File: config.mk
export PLATFORM = sky130hd
export DESIGN_NAME = freq_step_top
export DESIGN_NICKNAME = d
export VERILOG_FILES = /design/src/rtl/freq_step_pkg.sv /design/src/rtl/freq_step_ctrl.sv /design/src/rtl/freq_step_dp.sv /design/src/rtl/freq_step_top.sv
export SDC_FILE = /design/constraint.sdc
export NUM_CORES = 1
export LEC_CHECK = 0
export ABC_AREA = 0
export BUFFER_PORTS_ARGS = -buffer_cell sky130_fd_sc_hd__buf_2
export CORE_ASPECT_RATIO = 1.1
export CORE_MARGIN = 2
export CORE_UTILIZATION = 54
export DETAILED_ROUTE_END_ITERATION = 12
export PLACE_DENSITY = 0.79
export SLEW_MARGIN = 15
export SYNTH_ARGS = -nofsm -noshare
export SYNTH_HDL_FRONTEND = slang
export SYNTH_SLANG_ARGS = --single-unit
File: constraint.sdc
create_clock -name clk -period 4.85 [get_ports clk]
set_clock_uncertainty 0.05 [all_clocks]
set_input_delay 0.7275 -clock clk [delete_from_list [all_inputs] [get_ports clk]]
set_output_delay 0.7275 -clock clk [all_outputs]
set_load 0.005 [all_outputs]
File: src/rtl/freq_step_pkg.sv
package freq_step_pkg;

  // Strobes from the control section to the datapath, valid for one cycle.
  typedef struct packed {
    logic load;
    logic inc;
    logic dec;
  } stepCmd_t;

  // Index of each trigger inside the two-bit trigger vectors.
  localparam int TRIG_INC = 0;
  localparam int TRIG_DEC = 1;

endpackage

File: src/rtl/freq_step_ctrl.sv
module freq_step_ctrl
  import freq_step_pkg::*;
#(
  parameter int SYNC_STAGES = 2
) (
  input  logic       clk,
  input  logic       rstN,
  input  logic       stepEn,
  input  logic       srcSel,
  input  logic [1:0] regTrig,
  input  logic       gpioInc,
  input  logic       gpioDec,
  output stepCmd_t   cmd
);

  localparam int LAST = SYNC_STAGES - 1;

  logic [1:0] pins;
  logic [1:0] pinEdge;
  logic [1:0] regPrev;
  logic [1:0] regEdge;
  logic [1:0] selEdge;
  logic       enPrev;
  logic       loadPend;

  assign pins[TRIG_INC] = gpioInc;
  assign pins[TRIG_DEC] = gpioDec;

  // One synchronizer and edge detector per trigger pin.
  for (genvar i = 0; i < 2; i++) begin : g_pin
    logic [SYNC_STAGES-1:0] syncQ;
    logic                   prevQ;

    always_ff @(posedge clk or negedge rstN) begin
      if (!rstN) begin
        syncQ <= '0;
        prevQ <= 1'b0;
      end else begin
        syncQ <= {syncQ[SYNC_STAGES-2:0], pins[i]};
        prevQ <= syncQ[LAST];
      end
    end

    assign pinEdge[i] = syncQ[LAST] & ~prevQ;
  end

  always_ff @(posedge clk or negedge rstN) begin
    if (!rstN) begin
      regPrev  <= '0;
      enPrev   <= 1'b0;
      loadPend <= 1'b1;
    end else begin
      regPrev  <= regTrig;
      enPrev   <= stepEn;
      loadPend <= 1'b0;
    end
  end

  assign regEdge = regTrig & ~regPrev;
  assign selEdge = srcSel ? regEdge : pinEdge;

  always_comb begin
    cmd.load = loadPend | (stepEn & ~enPrev);
    cmd.inc  = stepEn & selEdge[TRIG_INC];
    cmd.dec  = stepEn & selEdge[TRIG_DEC];
  end

  // a register increment bit already high in the previous cycle gives no new step.
  p_hold_once_r8: assert property (@(posedge clk) disable iff (!rstN)
    (!cmd.load && srcSel && $past(srcSel) && regTrig[TRIG_INC] && $past(regTrig[TRIG_INC]))
      |-> !cmd.inc);

  // a rise of the enable always requests a load.
  p_en_load_r1: assert property (@(posedge clk) disable iff (!rstN)
    $rose(stepEn) |-> cmd.load);

endmodule

File: src/rtl/freq_step_dp.sv
module freq_step_dp
  import freq_step_pkg::*;
#(
  parameter int N_W     = 8,
  parameter int NUM_W   = 24,
  parameter int DELTA_W = 16
) (
  input  logic               clk,
  input  logic               rstN,
  input  stepCmd_t           cmd,
  input  logic [DELTA_W-1:0] stepDelta,
  input  logic [NUM_W-1:0]   denom,
  input  logic [N_W-1:0]     baseN,
  input  logic [NUM_W-1:0]   baseNum,
  output logic [N_W-1:0]     nOut,
  output logic [NUM_W-1:0]   numOut,
  output logic               updStb
);

  localparam int PAD_W = NUM_W - DELTA_W;

  logic [N_W-1:0]   nQ;
  logic [NUM_W-1:0] numQ;
  logic             updQ;
  logic [NUM_W-1:0] deltaExt;
  logic [NUM_W:0]   sumInc;
  logic             incCarry;
  logic             decBorrow;
  logic             oneStep;

  assign deltaExt  = {{PAD_W{1'b0}}, stepDelta};
  assign sumInc    = {1'b0, numQ} + {1'b0, deltaExt};
  assign incCarry  = sumInc >= {1'b0, denom};
  assign decBorrow = numQ < deltaExt;
  assign oneStep   = cmd.inc ^ cmd.dec;

  always_ff @(posedge clk or negedge rstN) begin
    if (!rstN) begin
      nQ   <= '0;
      numQ <= '0;
      updQ <= 1'b0;
    end else if (cmd.load) begin
      nQ   <= baseN;
      numQ <= baseNum;
      updQ <= 1'b1;
    end else if (oneStep) begin
      updQ <= 1'b1;
      if (cmd.inc) begin
        if (incCarry) begin
          numQ <= NUM_W'(sumInc - {1'b0, denom});
          nQ   <= nQ + 1'b1;
        end else begin
          numQ <= sumInc[NUM_W-1:0];
        end
      end else begin
        if (decBorrow) begin
          numQ <= numQ + denom - deltaExt;
          nQ   <= nQ - 1'b1;
        end else begin
          numQ <= numQ - deltaExt;
        end
      end
    end else begin
      updQ <= 1'b0;
    end
  end

  assign nOut   = nQ;
  assign numOut = numQ;
  assign updStb = updQ;

  // a single step keeps an in-range numerator in range.
  p_num_range_r2: assert property (@(posedge clk) disable iff (!rstN)
    (!cmd.load && oneStep && numQ < denom && deltaExt < denom) |=> numQ < $past(denom));

  // an increment carry raises the integer value by one.
  p_inc_wrap_r3: assert property (@(posedge clk) disable iff (!rstN)
    (!cmd.load && cmd.inc && !cmd.dec && incCarry) |=> nQ == N_W'($past(nQ) + 1'b1));

  // a decrement borrow lowers the integer value by one.
  p_dec_borrow_r5: assert property (@(posedge clk) disable iff (!rstN)
    (!cmd.load && cmd.dec && !cmd.inc && decBorrow) |=> nQ == N_W'($past(nQ) - 1'b1));

  // simultaneous edges cancel.
  p_cancel_r10: assert property (@(posedge clk) disable iff (!rstN)
    (!cmd.load && cmd.inc && cmd.dec) |=> ($stable(nQ) && $stable(numQ) && !updQ));

  // no strobe without a load or an applied step.
  p_quiet_r11: assert property (@(posedge clk) disable iff (!rstN)
    (!cmd.load && !oneStep) |=> !updQ);

endmodule

File: src/rtl/freq_step_top.sv
module freq_step_top
  import freq_step_pkg::*;
#(
  parameter int N_W         = 8,
  parameter int NUM_W       = 24,
  parameter int DELTA_W     = 16,
  parameter int SYNC_STAGES = 2
) (
  input  logic               clk,
  input  logic               rstN,
  input  logic               stepEn,
  input  logic               srcSel,
  input  logic [1:0]         regTrig,
  input  logic               gpioInc,
  input  logic               gpioDec,
  input  logic [DELTA_W-1:0] stepDelta,
  input  logic [NUM_W-1:0]   denom,
  input  logic [N_W-1:0]     baseN,
  input  logic [NUM_W-1:0]   baseNum,
  output logic [N_W-1:0]     nOut,
  output logic [NUM_W-1:0]   numOut,
  output logic               updStb
);

  stepCmd_t cmd;

  freq_step_ctrl #(.SYNC_STAGES(SYNC_STAGES)) ctrl_i (
    .clk     (clk),
    .rstN    (rstN),
    .stepEn  (stepEn),
    .srcSel  (srcSel),
    .regTrig (regTrig),
    .gpioInc (gpioInc),
    .gpioDec (gpioDec),
    .cmd     (cmd)
  );

  freq_step_dp #(.N_W(N_W), .NUM_W(NUM_W), .DELTA_W(DELTA_W)) dp_i (
    .clk       (clk),
    .rstN      (rstN),
    .cmd       (cmd),
    .stepDelta (stepDelta),
    .denom     (denom),
    .baseN     (baseN),
    .baseNum   (baseNum),
    .nOut      (nOut),
    .numOut    (numOut),
    .updStb    (updStb)
  );

  // with the enable low and no pending load, the state holds and no strobe follows.
  p_idle_r6: assert property (@(posedge clk) disable iff (!rstN)
    (!stepEn && !cmd.load) |=> ($stable(nOut) && $stable(numOut) && !updStb));

endmodule

# Word-level counts from Yosys, hierarchy flattened

Cells that the tools add are included.

Muxes and demuxes: 13
Eq/ne operators: 1
Bitwise gates (word level): 12
Add/subtract/negate cells: 7
Order comparisons: 2
Reduce and logical (&&, ||, !) cells: 3

Operator list:

| cell                | number |
|---|---|
| $mux 24             | 5 |
| $sub 24x16->24      | 2 |
| $mux 8              | 5 |
| $add 24x16->25      | 1 |
| $ge 25x24->1        | 1 |
| $add 24x24->24      | 1 |
| $lt 24x16->1        | 1 |
| $sub 24x24->24      | 1 |
| $add 8x1->8 const B | 1 |
| $sub 8x1->8 const B | 1 |
| $and 1x1->1         | 5 |
| $ne 3x3->1 const B  | 1 |
| $not 1->1           | 3 |
| $reduce_and 3->1    | 1 |
| $reduce_bool 3->1   | 1 |
| $and 2x2->2         | 1 |
| $mux 1              | 2 |
| $mux 2              | 1 |
| $not 2->2           | 1 |
| $reduce_bool 2->1   | 1 |
| $or 1x1->1          | 1 |
| $xor 1x1->1         | 1 |

Register bits: 43
Logic and storage cells: 48
Bits of input ports: 80
Output and inout port bits: 33

# Logic depth before layout (Yosys ltp)

Gate-level depths: netlist (run 1).

Word-level depth: 7
Gate-level depth with buffers: 23
Gate-level depth less buffers: 19

# Hierarchy

From an unflattened synthesis (run 1), not the netlist that was laid out.

Cell total of the unflattened synthesis: 1,005
Area, all modules: 7,634.8 um^2

Modules (own cells, without submodules):

| module         | instances | cells an instance | area each (um^2) | seq. area each (um^2) |
|---|---|---|---|---|
| freq_step_dp   | 1         | 985               | 7,322.0          | 825.8 |
| freq_step_ctrl | 1         | 20                | 312.8            | 251.5 |

# Worst setup path after synthesis (run 1)

OpenSTA, ideal clock, no wires.

Path type: input-to-reg
From: in stepDelta[0]
To: reg dp_i.numQ[10] (netlist: dp_i.numOut[10])
Path buffers: 3
Required time: 4.649 ns
Stages: 22
Setup time: 0.151 ns
Data arrival time: 4.792 ns
Slack: -0.143 ns
Cell sequence: ha_1 fa_1 nor2b_1 o311ai_1 a21oi_1 a221oi_2 o21bai_1 a21oi_1 xor2_1 ha_1 buf_4 and4_1 nand4_1 or3b_1 o21a_4 nand3b_4 and3b_1 buf_6 buf_6 nor2_1 o311ai_1 o311ai_0

Word-level cells in the longest chain between the ends: 6
Elaborated cells between the ends (all ways): 11

RTL lines:

| what                                           | RTL line                               | RTL |
|---|---|---|
| start: declaration                             | freq_step_top.sv:16                    | `input logic [DELTA_W-1:0] stepDelta,` |
| $add 24x16->25                                 | freq_step_dp.sv:32                     | `assign sumInc = {1'b0, numQ} + {1'b0, deltaExt};` |
| $sub 24x24->24 or $ge 25x24->1 (tied branches) | freq_step_dp.sv:50, freq_step_dp.sv:33 |  |
| $mux 24                                        | freq_step_dp.sv:49                     | `if (incCarry) begin` |
| $mux 24 *                                      | freq_step_dp.sv:48                     | `if (cmd.inc) begin` |
| $mux 24 *                                      | freq_step_dp.sv:46                     | `end else if (oneStep) begin` |
| $mux 24 *                                      | freq_step_dp.sv:42                     | `end else if (cmd.load) begin` |
| end signal: assignment                         | freq_step_dp.sv:44                     | `numQ <= baseNum;` |
| end signal: assignment                         | freq_step_dp.sv:50                     | `numQ <= NUM_W'(sumInc - {1'b0, denom});` |
| end signal: assignment                         | freq_step_dp.sv:53                     | `numQ <= sumInc[NUM_W-1:0];` |
| end: declaration                               | freq_step_dp.sv:23                     | `logic [NUM_W-1:0] numQ;` |

Mark *: on every way between the ends. The rest lies on a longest branch, timed or not. The select of a mux whose other input is x is not followed.
A chain may end at the register's enable or synchronous reset.

# Worst setup path in the final report (run 1)

From: in stepDelta[1]
To: reg dp_i.numQ[16] (netlist: dp_i.numOut[16])

The elaborated chain is that of the path after synthesis.

==> run_results.csv, run 1 <==
group,metric,value,unit
placement,port_buffers,112,
global_routing,most_crowded_layer_gr,"met2",
floorplan,std_cell_rows,45,
global_routing,grt.met2_usage,0.5503,
finish,n_antenna_cell,0,
worst_setup_path,crit_required,4.98,ns
worst_setup_path,critical_path.slowest_cell,"sky130_fd_sc_hd__or3b_4",
routing,dr_total_vias,8265,
power_and_ir_drop,power.static_leakage,4.638,nW
routing,dr.pass1.iters,5,
global_routing,maximum_number_of_pins_on_one_net_before_global_route_repair,51,
worst_setup_path,worst_path_largest_cell_delay,0.39,ns
sta,timing_hold_violations_final,0,
sta,finalCriticalPeriod,4.788,ns
power_and_ir_drop,vdd_ir_drop_max,0.0002054,V
sta,drv_slew,0,
cts,number_of_buffers_inserted_during_clock_tree_synthesis,5,
global_routing,number_of_antenna_violations_at_the_first_check_in_global_routing,0,
floorplan,floorplan.die.width,116.6,microns
sta,worstMarginPinSlew,0.7889,ns
cts,clock_slew_at_the_register_clock_pins_of_the_worst_setup_and_hold_paths,0.08,ns
routing,wirelength,24740,microns
min_path,worst_hold_startpoint,"ctrl_i.g_pin[0].syncQ[0]$_DFF_PN0_",
sta,rsz_0062_raised_after_global_routing,"yes",
sta,max_freq,0.2088,GHz
global_routing,via_count_of_the_first_global_routing_pass,7864,
worst_setup_path,timing.critical_path.arrival,4.92,ns
logic_synthesis,synthDistinctLibCells,81,
worst_setup_path,timing.reg2reg.worst_path_depth,22,
logic_synthesis,synthFlopType,"sky130_fd_sc_hd__dfrtp_1",
worst_setup_path,critPathCaptureType,"flop",
worst_setup_path,critPathLaunchType,"primary input",
floorplan,placeable_area,13740,sq um
logic_synthesis,ys_ff_latch,43,
worst_setup_path,setup.reg_to_reg.worst_slack,0.19,ns
power_and_ir_drop,power_report.internal_total,0.001719,W
finish,layout-drive-gt1-share,0.2479,
min_path,hold_path_class,"flop to flop",
cts,cts.htree.levels,2,
routing,drt_iter0_drc,785,
sta,fraction_of_the_cycle_the_final_worst_path_needs,0.9873,
cts,clock_path_buffers,2,
power_and_ir_drop,p_switching,0.001533,W
run_status,run_status,"finished, final reports clean",
floorplan,io_pins,113,
placement,final_estimated_routing_congestion_in_global_placement,0.9882,
power_and_ir_drop,seq_power_share,0.138,
min_path,hold-path-cell-count,0,
global_routing,global_route_wire_length_before_repair,38340,microns
power_and_ir_drop,power.density_cell_area,342.4,nW/um^2
logic_synthesis,mappedNetlistNets,1178,
cts,clockRootBuffer,"sky130_fd_sc_hd__clkbuf_16",
worst_setup_path,critPathKind,"primary input to flop",
sta,setup_violators_final,0,
power_and_ir_drop,combPwrFrac,0.750,
floorplan,start_util,0.5485,
logic_synthesis,synth-edff-count,0,
logic_synthesis,async_reset_ff_frac,1.000,
worst_setup_path,crit-reg2reg-launch,"dp_i.numOut[0]$_DFFE_PN0P_",
routing,avgViaCountPerCell,5.963,
run,max_cap_violations,0,
global_routing,grt_util_all_layers,0.3261,
worst_setup_path,path_cells,"buf_2, inv_1, ha_1, nor2b_1, o211ai_1, a31oi_1, o21bai_1, nor2b_2, o21bai_1, xnor2_1, ha_1, and2_1, nand4_1, or3b_4, o21a_4, nand3b_4, buf_12, nand3b_4, buf_4, nand2_1, a21oi_1, a2111o_1",
worst_setup_path,reg2reg_to,"dp_i.numOut[16]$_DFFE_PN0P_",
worst_setup_path,timing.critical_path.fanout_max,10,
finish,syn_to_final_growth,26.05,%
min_path,holdPathEnd,"ctrl_i.g_pin[0].syncQ[1]$_DFF_PN0_",
global_routing,grt_remaining_overflow,0,
placement,pre_cts_slack,-0.3738,ns
logic_synthesis,mappedNetlistArea,7535,sq um
global_routing,use_met3,0.03026,
placement,total_half_perimeter_wirelength_after_legalization_and_detailed_placement,19530,microns
cts,clk_lat_worst_skew,0.29,ns
cts,numClockSinks,43,
logic_synthesis,seq_area_frac_synth,0.1430,
finish,final_core_utilization,0.6913,
global_routing,groute.layer.met1.usage,0.4342,
routing,route.detailed.wl_per_inst,17.85,microns
logic_synthesis,post_synth_inst_count,986,
floorplan,dieArea,14920,sq um
sta,timing.final.ws_setup,0.06172,ns
logic_synthesis,synthesis.yosys.warnings,0,
logic_synthesis,syn_avg_cell_area,7.642,sq um
power_and_ir_drop,pwr-share-clk,0.113,
power_and_ir_drop,power.share.switching,0.4715,
cts,tritoncts,"built",
floorplan,vert_die_dim,127.9,microns
power_and_ir_drop,power,0.003252,W
finish,finalNetCount,1389,
routing,post-route-drc-count,0,
routing,antenna_violating_nets_post_route,0,
sta,max_slew_margin,0.4605,
synth_stat cells, drive strengths merged, types with 17 or more instances:
master	instances	area [sq um]
a21oi	85	432.9
nand3	17	85.08
nor2	69	261.5
dfrtp	42	1051
inv	128	480.5
o21a	18	142.6
a211oi	29	235.2
a21o	26	195.2
ha	92	1151
clkbuf	23	86.33
nand2	65	244.0
nor3	27	135.1
xor2	24	210.2
o21ai	66	330.3
fa	20	400.4
xnor2	57	499.2
worst max path at each step:
stage	start	to	slack [ns]	cells after the start
after global routing	stepDelta[0]	dp_i.numOut[2]$_DFFE_PN0P_	-0.15	22
after CTS	stepDelta[0]	dp_i.numOut[2]$_DFFE_PN0P_	0.03	22
final	stepDelta[1]	dp_i.numOut[16]$_DFFE_PN0P_	0.06	22
after floorplan	stepDelta[0]	dp_i.numOut[10]$_DFFE_PN0P_	-0.01	22
after detailed placement	stepDelta[0]	dp_i.numOut[11]$_DFFE_PN0P_	-0.37	22
after global placement	stepDelta[0]	dp_i.numOut[8]$_DFFE_PN0P_	-0.20	22
cells in the final DEF, fill, tap and decap left out, types with 13 or more instances in the layout:
cell type	Yosys	routed
sky130_fd_sc_hd__buf_4	3	121
sky130_fd_sc_hd__a31oi_1	13	13
sky130_fd_sc_hd__a21oi_1	83	80
sky130_fd_sc_hd__o21a_1	17	17
sky130_fd_sc_hd__o21ai_1	13	17
sky130_fd_sc_hd__xnor2_1	57	56
sky130_fd_sc_hd__nor3_1	27	27
sky130_fd_sc_hd__ha_1	92	91
sky130_fd_sc_hd__nor2_1	68	68
sky130_fd_sc_hd__a211oi_1	27	24
sky130_fd_sc_hd__nand2_1	65	63
sky130_fd_sc_hd__a21o_1	26	25
sky130_fd_sc_hd__nand2b_1	13	13
sky130_fd_sc_hd__o21ai_0	53	46
sky130_fd_sc_hd__buf_2	7	110
sky130_fd_sc_hd__nand3_1	17	17
sky130_fd_sc_hd__inv_1	126	126
sky130_fd_sc_hd__xor2_1	24	24
sky130_fd_sc_hd__fa_1	20	19
sky130_fd_sc_hd__dfrtp_1	42	42
cell families (layout without fill, tap and decap cells):
family	after synthesis	in the layout	share of synthesized area
AOI/OAI and AO/OA	324	324	0.2884
and+or+nand+nor	246	246	0.1611
buffers and inverters	165	377	0.08784
adders and majority gates	112	112	0.2059
xor gates and xnor gates	81	81	0.09415
DFF	43	43	0.1430
muxes	14	14	0.01910
other	1	1	0.0004977
power groups by stage:
stage	sequential [W]	clock, W	combinational (W)
4_1_cts	0.000445	0.000363	0.00233
6_report	0.000448	0.000366	0.00244
2_1_floorplan	0.000442	0	0.00157
5_1_grt	0.000453	0.000378	0.00266
3_5_place_dp	0.000451	0	0.00230
3_3_place_gp	0.000451	0	0.00227
timing repair:
item	4_1_cts	5_1_grt
setup endpoints to repair	5	32
gates resized for setup	3	35
cloned	0	0
hold buffers	0	0
setup buffers	4	4
pin swaps	5	29
area by class of cell:
| class | instances | area [sq um] |
|---|---|---|
| Sequential cell | 43 | 1077 |
| Fill cell | 1189 | 4240 |
| Clock inverter | 3 | 23.77 |
| Inverter | 129 | 484.2 |
| Tap cell | 188 | 235.2 |
| Timing Repair Buffer | 240 | 1599 |
| Clock buffer | 5 | 125.1 |
| Multi-Input combinational cell | 778 | 5953 |
worst max-delay path: cells and delay by family:
kind | cells | cell delay (ns)
compound gates | 7 | 1.51
simple gates | 8 | 1.32
fa+ha+maj | 2 | 0.61
buf+inv | 4 | 0.50
xor+xnor | 1 | 0.26
sequential cells by signal, indices dropped and copies added, names as in the netlist:
name and cells:
dp_i.numOut 24, dp_i.nOut 8, ctrl_i.g_pin.syncQ 4, ctrl_i.g_pin.prevQ 2, ctrl_i.regPrev 2, ctrl_i.enPrev 1
ctrl_i.loadPend 1, dp_i.updStb 1
metrics by stage:
step | setup TNS [ns] | instance area, sq um | cells | hold slack [ns]
after detailed placement | -7.825 | 9156 | 1371 | 0.2847
final | 0 | 9498 | 1386 | 0.2988
after global placement | -3.929 | 9156 | 1371 | 0.2838
after floorplan | -0.01024 | 7582 | 986 | 0.2812
after global routing | -1.751 | 9498 | 1386 | 0.3107
after CTS | 0 | 9348 | 1383 | 0.2992
layer usage:
metal	vias up	share of wire
li1	3926	-
met1	3837	0.41
met2	422	0.46
met3	80	0.086
met4	0	0.039
met5	-	0
(Power assumes the default switching activity.)
==> run 2: changes to the inputs <==
--- a/config.mk
+++ b/config.mk
@@ -15,4 +15,5 @@
 export SLEW_MARGIN = 15
 export SYNTH_ARGS = -nofsm -noshare
 export SYNTH_HDL_FRONTEND = slang
+export SYNTH_HIERARCHICAL = 1
 export SYNTH_SLANG_ARGS = --single-unit
==> constraint.sdc (replaced) <==
create_clock -name clk -period 4.85 [get_ports clk]
set_clock_uncertainty 0.05 [all_clocks]
set_input_delay 0.7275 -clock clk [delete_from_list [all_inputs] [get_ports clk]]
set_output_delay 0.7275 -clock clk [all_outputs]
set_load 0.05 [all_outputs]
==> run_results.csv, run 2 <==
group,metric,value,unit
power_and_ir_drop,power,0.005755,W
sta,timing_hold_violations_final,0,
cts,clock_path_buffers,2,
logic_synthesis,async_reset_ff_frac,1.000,
worst_setup_path,setup.reg_to_reg.worst_slack,0.11,ns
sta,rsz_0062_raised_after_global_routing,"yes",
global_routing,grt_remaining_overflow,0,
min_path,holdPathEnd,"ctrl_i/g_pin[1].syncQ[1]$_DFF_PN0_",
routing,antenna_violating_nets_post_route,0,
cts,number_of_buffers_inserted_during_clock_tree_synthesis,5,
placement,post-place-cells,1395,
floorplan,dieArea,15110,sq um
finish,syn_to_final_growth,27.50,%
cts,cts.htree.levels,2,
routing,wirelength,26700,microns
routing,dr.pass1.iters,8,
routing,avgViaCountPerCell,6.104,
worst_setup_path,timing.critical_path.arrival,4.97,ns
finish,layout-drive-gt1-share,0.2596,
cts,numClockSinks,43,
worst_setup_path,timing.critical_path.fanout_max,6,
finish,instances_no_fill,1413,
min_path,hold-path-cell-count,0,
sta,setup_violators_final,0,
cts,clk_lat_worst_skew,0.31,ns
finish,filler_cell_count,1134,
finish,multi_input_area,6108,sq um
logic_synthesis,post_synth_inst_count,1005,
global_routing,via_count_of_the_first_global_routing_pass,8275,
floorplan,vert_die_dim,128.7,microns
global_routing,maximum_number_of_pins_on_one_net_before_global_route_repair,44,
floorplan,placeable_area,13790,sq um
sta,drv_slew,0,
floorplan,io_pins,113,
power_and_ir_drop,vdd_ir_drop_max,0.0003221,V
power_and_ir_drop,power.density_cell_area,591.3,nW/um^2
logic_synthesis,synthFlopType,"sky130_fd_sc_hd__dfrtp_1",
logic_synthesis,synthDistinctLibCells,83,
worst_setup_path,critPathCaptureType,"flop",
finish,n_antenna_cell,0,
logic_synthesis,mappedNetlistArea,7635,sq um
floorplan,std_cell_rows,45,
logic_synthesis,area_share_of_the_largest_cell_type_after_synthesis,0.1508,
worst_setup_path,cp.buffers_inverters,2,
run_status,run_status,"finished, final reports clean",
finish,seqCellArea,1077,sq um
power_and_ir_drop,power.static_leakage,4.643,nW
worst_setup_path,worst-path-stages,21,
logic_synthesis,seq_area_frac_synth,0.1411,
logic_synthesis,yosys-top-cells-count,"134 x sky130_fd_sc_hd__inv_1, 99 x sky130_fd_sc_hd__a21oi_1, 92 x sky130_fd_sc_hd__ha_1",
cts,cts_hold_buffers_added,0,
finish,largest_reg_flops,24,
placement,port_buffers,112,
worst_setup_path,critPathTopFamily,"compound AO/OA/AOI/OAI gates",
logic_synthesis,synth-edff-count,0,
placement,total_half_perimeter_wirelength_after_legalization_and_detailed_placement,20790,microns
logic_synthesis,post-synth-top-count-cell,"sky130_fd_sc_hd__inv_1",
global_routing,global_route_wire_length_before_repair,40710,microns
logic_synthesis,mappedNetlistNets,1197,
routing,drt_iter0_drc,786,
global_routing,grt_util_all_layers,0.3395,
finish,most-common-layout-cells,"136 x sky130_fd_sc_hd__buf_4, 133 x sky130_fd_sc_hd__inv_1, 110 x sky130_fd_sc_hd__buf_2",
finish,layout_commonest_cell,"sky130_fd_sc_hd__buf_4",
logic_synthesis,synthesis.yosys.warnings,6,
sta,finalCriticalPeriod,4.795,ns
logic_synthesis,syn_avg_cell_area,7.597,sq um
worst_setup_path,crit_required,5.03,ns
logic_synthesis,ys_ff_latch,43,
sta,worstMarginPinSlew,0.8257,ns
min_path,worst_hold_startpoint,"ctrl_i/g_pin[1].syncQ[0]$_DFF_PN0_",
logic_synthesis,synthDominantAreaCellType,"sky130_fd_sc_hd__ha_1",
worst_setup_path,path_cells,"buf_8, ha_4, fa_2, nand2b_4, a221oi_4, nor4_4, nor2_4, a21oi_2, or4_1, a21oi_2, o31a_1, ha_4, nand4_1, or2_1, a311oi_2, o31ai_2, a21o_2, a21o_1, buf_4, o22a_1, a32oi_1",
cts,clockRootBuffer,"sky130_fd_sc_hd__clkbuf_16",
sta,max_slew_margin,0.4437,
sta,fraction_of_the_cycle_the_final_worst_path_needs,0.9886,
worst_setup_path,crit-reg2reg-launch,"dp_i/numOut[0]$_DFFE_PN0P_",
routing,route.detailed.wl_per_inst,18.90,microns
worst_setup_path,reg2reg_to,"dp_i/numOut[12]$_DFFE_PN0P_",
worst_setup_path,critPathLaunchType,"primary input",
cts,clock_slew_at_the_register_clock_pins_of_the_worst_setup_and_hold_paths,0.07,ns
routing,dr_total_vias,8625,
worst_setup_path,worst_path_largest_cell_delay,0.51,ns
routing,post-route-drc-count,0,
logic_synthesis,yosys-top-cells-area,"sky130_fd_sc_hd__ha_1 15%, sky130_fd_sc_hd__dfrtp_1 14%, sky130_fd_sc_hd__inv_1 6.6%",
cts,tritoncts,"built",
worst_setup_path,timing.reg2reg.worst_path_depth,20,
finish,final_design_area_no_fill,9734,sq um
min_path,hold_path_class,"flop to flop",
placement,placedInstanceArea,9234,sq um
sta,max_freq,0.2086,GHz
floorplan,floorplan.die.width,117.4,microns
run,max_cap_violations,0,
floorplan,start_util,0.5535,
worst_setup_path,critical_path.slowest_cell,"sky130_fd_sc_hd__or4_1",
worst_setup_path,critPathKind,"primary input to flop",
placement,final_estimated_routing_congestion_in_global_placement,1.015,
global_routing,number_of_antenna_violations_at_the_first_check_in_global_routing,0,
finish,finalNetCount,1416,
## run 2: changes by cell type in the layout (fill, tap and decap cells not counted), sizes merged, moves of 7 or more
cell / delta
a211oi: -20
a21o: -10
a21oi: +15
a221oi: +18
a22oi: +7
buf: +10
nand2b: +7
nand3: +8
nand4: +7
nor4: +9
o21ai: -12
## run 2: worst max path at each step
stage / slack [ns] / end / startpoint
2_1_floorplan: 0.08 / dp_i/numOut[17]$_DFFE_PN0P_ / stepDelta[2]
3_3_place_gp: -0.31 / dp_i/numOut[16]$_DFFE_PN0P_ / stepDelta[0]
3_5_place_dp: -0.53 / dp_i/numOut[21]$_DFFE_PN0P_ / stepDelta[0]
4_1_cts: 0.005 / dp_i/numOut[15]$_DFFE_PN0P_ / stepDelta[0]
5_1_grt: -0.13 / dp_i/numOut[17]$_DFFE_PN0P_ / stepDelta[0]
6_report: 0.06 / dp_i/numOut[12]$_DFFE_PN0P_ / stepDelta[0]
## run 2: power by group
group | switching (W) | leakage [nW] | internal (W) | total [W]
Sequential | 0.000128 | 0.503 | 0.000442 | 0.000570
Combinational | 0.00271 | 4.05 | 0.00205 | 0.00475
Clock | 0.000174 | 0.0868 | 0.000257 | 0.000432
## run 2: final cells by class
cell class / instances / share of cell area
multi-input cells: 788 / 0.6275
clock inverters: 2 / 0.003599
well taps: 188 / 0.02416
flip-flops and latches: 43 / 0.1107
inverters: 136 / 0.05244
clock buffers: 6 / 0.01427
repair buffers: 250 / 0.1674
## run 2: cell families after synthesis
group / count (synthesis) / share of synthesized area
multiplexers: 7 / 0.009505
other: 1 / 0.0004912
adder cells (fa/ha/maj): 112 / 0.2032
AND/OR/NAND/NOR: 273 / 0.1835
XOR/XNOR: 74 / 0.08489
flip-flops: 43 / 0.1411
AO/OA/AOI/OAI: 321 / 0.2870
buffers and inverters: 174 / 0.09030
## run 2: metrics by stage
step                      hold WS, ns    util  TNS (ns)  setup slack, ns
final                          0.3050  0.7057         0          0.05549
after global routing           0.3192  0.7057    -1.326          -0.1274
after CTS                      0.3081  0.6827         0         0.004948
after detailed placement       0.2886  0.6694    -12.84          -0.5275
after global placement         0.2864  0.6694    -6.462          -0.3084
after floorplan                0.2812       -         0          0.07618
## run 2: routing by layer
layer | vias up | global-route usage | wire length [microns]
met5 | - | 0 | 0
met3 | 106 | 0.06959 | 2320
met2 | 432 | 0.5796 | 12580
li1 | 4050 | - | -
met4 | 0 | 0.1779 | 1367
met1 | 4037 | 0.4077 | 10440
## run 2: timing repair
action                                  in CTS  in global routing
setup buffers                                0                 10
gates resized for setup                      3                 48
endpoints found under the setup margin      25                 32
pin swaps                                    1                 27
==> run 3: changes to the inputs <==
--- a/config.mk
+++ b/config.mk
@@ -6,12 +6,13 @@
 export NUM_CORES = 1
 export LEC_CHECK = 0
 export ABC_AREA = 0
-export BUFFER_PORTS_ARGS = -buffer_cell sky130_fd_sc_hd__buf_2
 export CORE_ASPECT_RATIO = 1.1
-export CORE_MARGIN = 2
-export CORE_UTILIZATION = 54
+export CORE_MARGIN = 1.5
+export CORE_UTILIZATION = 55
 export DETAILED_ROUTE_END_ITERATION = 12
-export PLACE_DENSITY = 0.79
+export DONT_BUFFER_PORTS = 1
+export PLACE_DENSITY = 0.73
+export SKIP_CTS_REPAIR_TIMING = 1
 export SLEW_MARGIN = 15
 export SYNTH_ARGS = -nofsm -noshare
 export SYNTH_HDL_FRONTEND = slang
==> run_results.csv, run 3 (synthesis results as in run 2) <==
group,metric,value,unit
floorplan,io_pins,113,
global_routing,grt_remaining_overflow,0,
sta,worstMarginPinSlew,0.8260,ns
worst_setup_path,timing.critical_path.fanout_max,9,
cts,cts.htree.levels,2,
power_and_ir_drop,power.static_leakage,4.116,nW
sta,max_freq,0.2087,GHz
routing,wirelength,25240,microns
global_routing,number_of_antenna_violations_at_the_first_check_in_global_routing,0,
worst_setup_path,worst_path_largest_cell_delay,0.47,ns
floorplan,start_util,0.5707,
power_and_ir_drop,power,0.005526,W
placement,port_buffers,0,
sta,tns,0,ns
sta,max_slew_margin,0.4468,
sta,setup_violators_final,0,
sta,drv_slew,0,
min_path,hold_path_class,"primary input to asynchronous set/reset pin",
worst_setup_path,worst-path-stages,20,
worst_setup_path,critPathLaunchType,"primary input",
routing,dr.pass1.iters,6,
floorplan,vert_die_dim,126.6,microns
placement,final_estimated_routing_congestion_in_global_placement,0.9917,
worst_setup_path,worst_setup_path_startpoint,"stepDelta[7]",
sta,fraction_of_the_cycle_the_final_worst_path_needs,0.9878,
floorplan,std_cell_rows,44,
finish,layout_commonest_cell,"sky130_fd_sc_hd__inv_1",
routing,drt_iter0_drc,672,
power_and_ir_drop,vdd_ir_drop_max,0.0002899,V
finish,final_core_utilization,0.6681,
cts,numClockSinks,43,
worst_setup_path,cp.buffers_inverters,3,
power_and_ir_drop,power.density_cell_area,618.3,nW/um^2
global_routing,grt_util_all_layers,0.3461,
cts,clockRootBuffer,"sky130_fd_sc_hd__clkbuf_16",
sta,finalCriticalPeriod,4.791,ns
finish,most-common-layout-cells,"134 x sky130_fd_sc_hd__inv_1, 124 x sky130_fd_sc_hd__buf_4, 97 x sky130_fd_sc_hd__a21oi_1",
floorplan,floorplan.die.width,115.3,microns
finish,final_design_area_no_fill,8937,sq um
worst_setup_path,crit-reg2reg-launch,"dp_i/numOut[7]$_DFFE_PN0P_",
routing,route.detailed.wl_per_inst,19.66,microns
run,max_cap_violations,0,
cts,number_of_buffers_inserted_during_clock_tree_synthesis,5,
finish,largest_reg_flops,24,
cts,tritoncts,"built",
cts,clock_slew_at_the_register_clock_pins_of_the_worst_setup_and_hold_paths,0.09,ns
worst_setup_path,crit_required,4.96,ns
worst_setup_path,path_cells,"inv_1, ha_1, buf_4, nor2_2, a2111oi_2, nor3b_2, a211oi_2, a21oi_1, o21bai_1, xnor2_1, ha_1, nand4_1, or2_1, a311oi_2, o31ai_2, a21o_2, and3_4, buf_4, a221oi_1, a22oi_1",
run_status,run_status,"finished, final reports clean",
cts,clk_lat_worst_skew,0.31,ns
global_routing,maximum_number_of_pins_on_one_net_before_global_route_repair,47,
finish,n_antenna_cell,0,
placement,total_half_perimeter_wirelength_after_legalization_and_detailed_placement,20160,microns
finish,filler_cell_count,1216,
worst_setup_path,critPathKind,"primary input to flop",
floorplan,placeable_area,13380,sq um
worst_setup_path,critPathTopFamily,"compound AO/OA/AOI/OAI gates",
finish,finalNetCount,1291,
finish,syn_to_final_growth,17.06,%
finish,layout-drive-gt1-share,0.1645,
placement,placedInstanceArea,8631,sq um
worst_setup_path,timing.reg2reg.worst_path_depth,19,
sta,timing_hold_violations_final,0,
worst_setup_path,critPathCaptureType,"flop",
worst_setup_path,critical_path.slowest_cell,"sky130_fd_sc_hd__a211oi_2",
cts,clock_path_buffers,2,
routing,dr_total_vias,8045,
routing,post-route-drc-count,0,
routing,avgViaCountPerCell,6.266,
worst_setup_path,setup.reg_to_reg.worst_slack,0.09,ns
worst_setup_path,timing.critical_path.arrival,4.90,ns
global_routing,global_route_wire_length_before_repair,39520,microns
routing,antenna_violating_nets_post_route,0,
floorplan,dieArea,14600,sq um
global_routing,via_count_of_the_first_global_routing_pass,7855,
[run 3: cell count changes in the layout (fill, tap and decap cells not counted), sizes merged]
cell | before | now
clkinv | 2 | 1
buf | 250 | 125
clkbuf | 6 | 5
inv | 135 | 138
bufinv | 1 | 0
[run 3: layer usage]
layer	up-vias	part of all wire	global-route usage	wire length [microns]
met1	3792	0.40	0.4298	10020
met5	-	0	0	0
met2	371	0.47	0.5830	11910
met4	0	0.046	0.1402	1162
met3	91	0.085	0.06976	2145
li1	3791	-	-	-
[run 3: path summary, 6_finish.rpt]
check | endpoint
worst max-delay path | dp_i/numOut[10]$_DFFE_PN0P_
worst min-delay path | dp_i/numOut[13]$_DFFE_PN0P_
worst min register to register | ctrl_i/g_pin[1].syncQ[1]$_DFF_PN0_
max in group asynchronous | ctrl_i/loadPend$_DFF_PN1_
worst max register to register | dp_i/numOut[10]$_DFFE_PN0P_
min in group clk | ctrl_i/g_pin[1].syncQ[1]$_DFF_PN0_
[run 3: final cells by class]
class	instances	area (sq um)	area share
Inverter	136	510.5	0.05712
Timing Repair Buffer	125	950.9	0.1064
Sequential cell	43	1077	0.1205
Clock buffer	5	125.1	0.01400
Tap cell	184	230.2	0.02576
Multi-Input combinational cell	788	6017	0.6732
Clock inverter	3	26.28	0.002940
[run 3: report_power, final]
group / switching (W) / internal, W / leakage (nW)
sequential: 0.000201 / 0.000440 / 0.503
combinational: 0.00255 / 0.00196 / 3.54
clock: 0.000180 / 0.000198 / 0.0752
[run 3: per-stage QoR]
step,instances,hold WS [ns],setup slack (ns)
after floorplan,1005,0.2812,0.07618
after global placement,1274,0.2840,-0.2240
after detailed placement,1274,0.2905,-0.4044
after CTS,1282,0.05369,-0.1186
after global routing,1284,0.05372,-0.09579
final,1284,0.05389,0.05895
